===== src/rtl/lin_err_pkg.sv =====
package lin_err_pkg;
  localparam int REG_W     = 32;
  localparam int NUM_FLAGS = 10;
  localparam int TMR_W     = 8;

  // Flag index; position in the status word is given by flag_pos().
  typedef enum int unsigned {
    F_NOISE   = 0,
    F_OVERRUN = 1,
    F_FRAME   = 2,
    F_IDPAR   = 3,
    F_DELIM   = 4,
    F_SYNC    = 5,
    F_SUM     = 6,
    F_BITERR  = 7,
    F_CMP     = 8,
    F_STUCK   = 9
  } flag_e;

  // Noise sits at bit 0, the rest pack upward from bit 7.
  function automatic int unsigned flag_pos(int unsigned idx);
    return (idx == 0) ? 0 : idx + 6;
  endfunction
endpackage


===== src/rtl/lin_err_dom_watch.sv =====
module lin_err_dom_watch #(
  parameter int FIRST_SPAN  = 100,
  parameter int REPEAT_SPAN = 87
) (
  input  logic clk,
  input  logic rst_n,
  input  logic bit_tick,
  input  logic rx_level,
  output logic stuck_hit
);
  localparam int CW = $clog2(FIRST_SPAN + 1);
  localparam logic [CW-1:0] LAST   = CW'(FIRST_SPAN - 1);
  localparam logic [CW-1:0] RELOAD = CW'(FIRST_SPAN - REPEAT_SPAN);

  logic [CW-1:0] dom_cnt;

  assign stuck_hit = !rx_level && bit_tick && (dom_cnt == LAST);

  always_ff @(posedge clk) begin
    if (!rst_n || rx_level) begin
      dom_cnt <= '0;
    end else if (bit_tick) begin
      if (dom_cnt == LAST) dom_cnt <= RELOAD;
      else                 dom_cnt <= dom_cnt + 1'b1;
    end
  end
endmodule


===== src/rtl/lin_err_cmp.sv =====
module lin_err_cmp #(
  parameter int TW = 8
) (
  input  logic          clk,
  input  logic          rst_n,
  input  logic [TW-1:0] timer_val,
  input  logic [TW-1:0] cmp_a,
  input  logic [TW-1:0] cmp_b,
  input  logic          idle_on_cmp,
  input  logic          blocked,
  output logic          cmp_hit,
  output logic          idle_req
);
  logic match, match_q;

  assign match   = (timer_val == cmp_a) || (timer_val == cmp_b);
  assign cmp_hit = match && !match_q;

  always_ff @(posedge clk) begin
    if (!rst_n) begin
      match_q  <= 1'b0;
      idle_req <= 1'b0;
    end else begin
      match_q  <= match;
      idle_req <= cmp_hit && idle_on_cmp && !blocked;
    end
  end
endmodule


===== src/rtl/lin_err_flag_bank.sv =====
module lin_err_flag_bank #(
  parameter int N = 10
) (
  input  logic         clk,
  input  logic         rst_n,
  input  logic [N-1:0] set_v,
  input  logic [N-1:0] sw_clr_v,
  input  logic [N-1:0] hw_clr_v,
  output logic [N-1:0] flags
);
  for (genvar i = 0; i < N; i++) begin : g_cell
    always_ff @(posedge clk) begin
      if (!rst_n)           flags[i] <= 1'b0;
      else if (hw_clr_v[i]) flags[i] <= 1'b0;
      else if (set_v[i])    flags[i] <= 1'b1;
      else if (sw_clr_v[i]) flags[i] <= 1'b0;
    end
  end
endmodule


===== src/rtl/lin_err_status.sv =====
module lin_err_status
  import lin_err_pkg::*;
#(
  parameter int FIRST_SPAN  = 100,
  parameter int REPEAT_SPAN = 87
) (
  input  logic             clk,
  input  logic             rst_n,
  input  logic             bit_tick,
  input  logic             rx_level,
  input  logic             noise_evt,
  input  logic             overrun_evt,
  input  logic             frame_evt,
  input  logic             idpar_evt,
  input  logic             delim_short_evt,
  input  logic             sync_bad_evt,
  input  logic             sum_err_evt,
  input  logic             bit_err_evt,
  input  logic             in_header,
  input  logic             is_master,
  input  logic             sum_calc_off,
  input  logic             sum_chk_off,
  input  logic [TMR_W-1:0] timer_val,
  input  logic [TMR_W-1:0] cmp_a,
  input  logic [TMR_W-1:0] cmp_b,
  input  logic             init_mode,
  input  logic             clr_cmp_in_init,
  input  logic             idle_on_cmp,
  input  logic             wr_en,
  input  logic [REG_W-1:0] wr_data,
  output logic [REG_W-1:0] status,
  output logic             irq,
  output logic             idle_req
);
  logic [NUM_FLAGS-1:0] set_v, sw_clr_v, hw_clr_v, flags;
  logic stuck_hit, cmp_hit, cmp_block;

  assign cmp_block = init_mode && clr_cmp_in_init;

  lin_err_dom_watch #(
    .FIRST_SPAN (FIRST_SPAN),
    .REPEAT_SPAN(REPEAT_SPAN)
  ) u_dom (
    .clk      (clk),
    .rst_n    (rst_n),
    .bit_tick (bit_tick),
    .rx_level (rx_level),
    .stuck_hit(stuck_hit)
  );

  lin_err_cmp #(.TW(TMR_W)) u_cmp (
    .clk        (clk),
    .rst_n      (rst_n),
    .timer_val  (timer_val),
    .cmp_a      (cmp_a),
    .cmp_b      (cmp_b),
    .idle_on_cmp(idle_on_cmp),
    .blocked    (cmp_block),
    .cmp_hit    (cmp_hit),
    .idle_req   (idle_req)
  );

  always_comb begin
    set_v           = '0;
    set_v[F_NOISE]   = noise_evt;
    set_v[F_OVERRUN] = overrun_evt;
    set_v[F_FRAME]   = frame_evt;
    set_v[F_IDPAR]   = idpar_evt;
    set_v[F_DELIM]   = delim_short_evt;
    set_v[F_SYNC]    = sync_bad_evt;
    set_v[F_SUM]     = sum_err_evt && !sum_calc_off && !sum_chk_off;
    set_v[F_BITERR]  = bit_err_evt && (!in_header || is_master);
    set_v[F_CMP]     = cmp_hit;
    set_v[F_STUCK]   = stuck_hit;
    hw_clr_v         = '0;
    hw_clr_v[F_CMP]  = cmp_block;
  end

  for (genvar i = 0; i < NUM_FLAGS; i++) begin : g_map
    localparam int unsigned POS = flag_pos(i);
    assign sw_clr_v[i] = wr_en && wr_data[POS];
  end

  lin_err_flag_bank #(.N(NUM_FLAGS)) u_bank (
    .clk     (clk),
    .rst_n   (rst_n),
    .set_v   (set_v),
    .sw_clr_v(sw_clr_v),
    .hw_clr_v(hw_clr_v),
    .flags   (flags)
  );

  always_comb begin
    status = '0;
    for (int i = 0; i < NUM_FLAGS; i++) status[flag_pos(i)] = flags[i];
  end

  assign irq = |flags;
endmodule


===== config.mk =====
export PLATFORM = sky130hd
export DESIGN_NAME = lin_err_status
export DESIGN_NICKNAME = d
export VERILOG_FILES = /design/src/rtl/lin_err_pkg.sv /design/src/rtl/lin_err_dom_watch.sv /design/src/rtl/lin_err_cmp.sv /design/src/rtl/lin_err_flag_bank.sv /design/src/rtl/lin_err_status.sv
export SDC_FILE = /design/constraint.sdc
export NUM_CORES = 1
export LEC_CHECK = 0
export ABC_AREA = 0
export BUFFER_PORTS_ARGS = -buffer_cell sky130_fd_sc_hd__clkbuf_2
export CORE_ASPECT_RATIO = 2
export CORE_UTILIZATION = 32
export DETAILED_ROUTE_END_ITERATION = 8
export PLACE_DENSITY = 0.75
export SLEW_MARGIN = 20
export SYNTH_ARGS = -nofsm -noshare
export SYNTH_HDL_FRONTEND = slang
export SYNTH_SLANG_ARGS = --single-unit

===== constraint.sdc =====
create_clock -name clk -period 1.1 [get_ports clk]
set_input_delay 0.22 -clock clk [delete_from_list [all_inputs] [get_ports clk]]
set_output_delay 0.22 -clock clk [all_outputs]
set_load 0.01 [all_outputs]

* Word level (Yosys, flattened, before mapping)
Cells that the tools add are included.
** Cells by class
- $add $sub $neg :: 1
- Eq/ne operators :: 3
- Mux-type cells :: 21
- Bitwise operators :: 1
- Reduce and logical (&&, ||, !) cells :: 41
** Operators with widths (number)
- 2-to-1 mux 1 bit :: 20
- nonzero test 2 bit :: 10
- logical AND 1 bit :: 19
- == test 8 bit :: 2
- OR reduction 10 bit :: 1
- adder 7 x 1 -> 7 bit (second input constant) :: 1
- == test 7 bit (second input constant) :: 1
- logical NOT 1 bit :: 7
- 2-to-1 mux 7 bit :: 1
- logical OR 1 bit :: 3
- OR reduction 2 bit :: 1
- inverter 1 bit :: 1
** Word-level totals
- Flip-flop bits (word level) :: 19
- Bits of input ports :: 76
- Word-level logic and storage cells :: 80

* Longest topological paths before layout
- Word-level depth :: 5
- Depth in mapped cells :: 5
- Gate-level depth less buffers :: 5

* Modules after synthesis
A second synthesis with hierarchy kept.
** Unflattened totals
- Cells, all modules :: 150
- Area, all modules :: 1272.5 µm²
** Modules (own cells, without submodules)
- lin_err_flag_bank :: instances 1, cells each 41, area an instance 407.9 µm², seq. area each 200.2 µm²
- lin_err_dom_watch :: instances 1, cells each 41, area an instance 345.3 µm², seq. area each 140.1 µm²
- lin_err_status :: instances 1, cells each 41, area an instance 277.8 µm², seq. area each 0.0 µm²
- lin_err_cmp :: instances 1, cells each 27, area an instance 241.5 µm², seq. area each 40.0 µm²

* Worst setup path after synthesis
No wires, ideal clock.
- Kind :: register -> register
- Start point :: register u_dom.dom_cnt[0]
- End point :: register u_dom.dom_cnt[6]
- Setup time :: 0.115 ns
- Arrival time :: 0.974 ns
- Data required time :: 0.985 ns
- Setup slack :: 0.012 ns
- Stages on the path, launching flop included :: 6
- Clock period less this slack :: 1.088 ns
- Path through :: dfxtp_1 ha_1 nand4_1 nor2_1 xnor2_1 nor2_1
** On the way
- Word-level cells in the longest chain between the ends :: 2
** Ends and longest elaborated chain
- start: declaration :: RTL line lin_err_dom_watch.sv:15 : logic [CW-1:0] dom_cnt;
- start signal: assignment :: RTL line lin_err_dom_watch.sv:24 : else dom_cnt <= dom_cnt + 1'b1;
- adder 7 x 1 -> 7 bit / == test 7 bit (equally long branches) :: RTL line lin_err_dom_watch.sv:24, lin_err_dom_watch.sv:23
- 2-to-1 mux 7 bit * :: RTL line lin_err_dom_watch.sv:23 : if (dom_cnt == LAST) dom_cnt <= RELOAD;
Every way passes the cells marked *; elsewhere a longest branch is shown, timed or not.
A chain may end at the register's enable or synchronous reset.

* Worst setup path after layout
- Start point :: register u_bank.flags[2]
- End point :: output irq
** On the way
- Word-level cells in the longest chain between the ends :: 1
** Ends and longest elaborated chain
- start: declaration :: RTL line lin_err_flag_bank.sv:9 : output logic [N-1:0] flags
- start signal: indexed assignment :: RTL line lin_err_flag_bank.sv:13 : if (!rst_n) flags[i] <= 1'b0;
- start signal: indexed assignment :: RTL line lin_err_flag_bank.sv:14 : else if (hw_clr_v[i]) flags[i] <= 1'b0;
- start signal: indexed assignment :: RTL line lin_err_flag_bank.sv:15 : else if (set_v[i]) flags[i] <= 1'b1;
- OR reduction 10 bit :: RTL line lin_err_status.sv:98 : assign irq = |flags;
- end: declaration :: RTL line lin_err_status.sv:32 : output logic irq,
No other way between the ends.

==> key figures <==
Final layout
  • FILL cells: 343
  • Multi-input gate area: 684 um2
  • Final nets: 292
  • Final std cells w/o fill: 246
  • Register Area: 389 um2
  • Share of layout cells above drive strength 1: 45.3%
  • Layout overhead on the synthesized area: 40.3%
  • # diodes: 0

Routing
  • Top Layer Used: met4
  • Post-Route M1 WL: 808 um
  • DRC Markers: 6
  • 1st-pass router iterations: 6
  • Routed wl met3: 163 um
  • Starting DRT DRC Count: 22
  • WL met2: 1.48 mm
  • Vias per cell: 4.54
  • Total Routed Length: 2.51 mm
  • Final ANT Viol Nets: 0
  • Vias: 1118
  • Routed len/inst: 10.2 um

Floorplanning
  • Core ar.: 3380 um2
  • I/O Pins: 110
  • DIE HEIGHT: 86.1 um
  • Die area: 3790 um2
  • # rows: 30
  • Starting density of the core: 33.5%
  • Die Wd: 44.0 um

Critical path
  • CP endpoint kind: primary output
  • Crit path max-delay cell type: dfxtp_2
  • CP delay by family, top: simple AND/OR/NAND/NOR gates
  • Slowest stage delay, CP: 0.32 ns
  • Crit Path Max Fanout: 2
  • R2R setup slack: -0.09 ns
  • Startpoint types: flip-flop
  • Cells along the critical path: nor4_2, nand3_1, clkbuf_2
  • CP Buf/Inv Count: 1
  • Crit path kind: flip-flop to primary output
  • Required @ worst endpoint: 0.88 ns
  • Worst Path Arrival: 1.07 ns

GRT
  • Initial antenna violation count: 0
  • Vias in the first global route: 1003
  • All-Layer GR Usage: 13.4%
  • Largest net degree at the start of global routing: 12
  • Global route total overflow: 0
  • First-pass GRT wire length: 3.82 mm

Yosys
  • Synth top area share: 33.6%
  • Post-synthesis cell area: 1130 um2
  • Post-synth EDFFs: 0
  • Top FF cell, synth: dfxtp_1
  • Synth area leaders: dfxtp_1 (34%), xor2_1 (15%), buf_4 (15%)
  • Average size of a mapped cell: 8.32 um2
  • Mapped Cells: 136
  • FFs w/ async S/R, synth: 0%
  • Yosys Warn Count: 0
  • Synth unique cells: 28
  • Flops & latches, synth: 19
  • Synth cell count leaders: buf_4 (22), dfxtp_1 (19), xor2_1 (19)
  • Sequential area share after synthesis: 33.6%
  • Top cell type by total area after synthesis: dfxtp_1
  • Top-count cell post-synth: buf_4

Power and ir drop
  • VDD IR max: 557 uV
  • Total power: 1.52 mW
  • Sw frac: 26.0%
  • Internal cell power: 1.13 mW
  • Seq pwr share: 48.0%
  • Leakage: 0.800 nW
  • Clock power share: 30.7%
  • Pwr Density: 959 nW/um2
  • NetSw: 397 uW
  • Logic pwr share: 21.3%

Timing
  • Final TNS setup: -0.507 ns
  • Final hold viol count: 0
  • Final period util: 117%
  • Slew Viols, Final: 0
  • Period minus WS final: 1.29 ns
  • Clock Skew: 0.00227 ns
  • Final setup margin: -0.191 ns
  • # setup viols final: 5
  • Max Fclk: 774 MHz
  • Unrepaired setup endpoints after global routing: true

Clocking
  • Root Buffer: clkbuf_8
  • Clock latency on the worst-skew pair: 0.25 ns
  • Worst-path clk slew: 0.07 ns
  • CTS tree: done
  • H-tree lvl count: 1
  • Clk sinks: 19
  • CTS Hold Bufs: 0
  • Clk buf depth: 2
  • Num CTS Buffers: 3

Worst hold path
  • HP Class: input port to flip-flop

Flow run
  • Max-capacitance violation count: 0

Run status
  • Failing checks: DRC, setup timing
  • Status: complete, but fails checks

Place
  • Port buffer count: 65
  • Final HPWL DP: 2.15 mm
  • Placed cells: 240
  • GPL Wtd Cong: 0.802
per-stage QoR:
stage	utilization, %	instance area (um2)	hold slack [ns]	setup slack, ns
final	47.0	1590	0.186	-0.191
after detailed placement	43.8	1480	0.411	-0.211
after global routing	47.0	1590	0.188	-0.252
after floorplan	-	1210	0.353	0.0117
after global placement	43.8	1480	0.408	-0.196
after CTS	46.4	1570	0.178	-0.213
worst reg2reg max path, cell delays in order (launching register included):
cell	delay [ns]
dfxtp_2	0.34
nor4b_4	0.29
nand4_1	0.22
nand2b_1	0.18
nor2_1	0.06
worst paths after layout:
| kind | startpoint | to | depth (start not counted) |
|---|---|---|---|
| worst max register to register | u_dom.dom_cnt[4] | u_dom.dom_cnt[6] | 4 |
| worst min register to register | u_cmp.match_q | u_cmp.idle_req | 1 |
| worst min-delay path | idle_on_cmp | u_cmp.idle_req | 3 |
| worst max-delay path | u_bank.flags[2] | irq | 3 |
kinds of logic after synthesis:
logic type / Yosys count / synth area share (%)
other: 1 / 0.332
AO/OA/AOI/OAI: 15 / 7.63
adder cells (fa/ha/maj): 1 / 1.11
AND/OR/NAND/NOR: 52 / 24.1
flip-flops: 19 / 33.6
XOR/XNOR: 21 / 16.3
buffers and inverters: 26 / 16.0
multiplexers: 1 / 0.885
state kept, by name, summed over array words and instances (netlist names):
register,flops
u_bank.flags,10
u_cmp.match_q,1
u_cmp.idle_req,1
u_dom.dom_cnt,7
power groups by stage:
stage | clock, mW | sequential [mW] | combinational, mW
6_report | 0.467 | 0.731 | 0.324
5_1_grt | 0.521 | 0.734 | 0.362
4_1_cts | 0.492 | 0.729 | 0.325
3_5_place_dp | 0 | 0.743 | 0.312
3_3_place_gp | 0 | 0.742 | 0.306
2_1_floorplan | 0 | 0.752 | 0.198
per-layer routing:
layer	track usage [%]	vias to the layer above
met5	0	-
met4	7.44	0
met3	1.89	4
met2	26.5	62
met1	11.7	487
li1	-	565
repair_timing:
| action | CTS | global route |
|---|---|---|
| buffers inserted | 2 | 1 |
| pin swaps | 9 | 7 |
| endpoints found under the setup margin | 7 | 10 |
| resized for setup | 6 | 8 |
cell usage in the layout, fill, tap and decap left out:
cell type,instances
nor2b_1,8
o21ai_1,2
and2_1,1
mux2i_1,1
nor3_1,1
a21oi_2,1
and4_1,1
nand4_1,2
dfxtp_1,12
clkbuf_8,3
nor4_2,3
dfxtp_2,7
nand2b_1,3
a21boi_0,2
a21oi_1,6
buf_4,13
a31oi_1,1
xnor2_1,2
xor2_1,19
inv_1,1
nand3_1,3
nand2_1,16
clkinv_2,1
nor2_2,1
nor3_2,1
a22oi_1,2
clkbuf_2,65
nor4_1,3
o21ai_0,1
ha_2,1
nor4b_4,1
conb_1,22
nor2_1,8
layout make-up:
class                   count  share of cell area (%)
multi-input cells         112                    43.1
repair buffers             78                    26.7
flip-flops and latches     19                    24.5
clock buffers               3                    2.60
well taps                  32                    2.52
clock inverters             1                   0.315
inverters                   1                   0.237
Power figures use the tool's default switching activity.
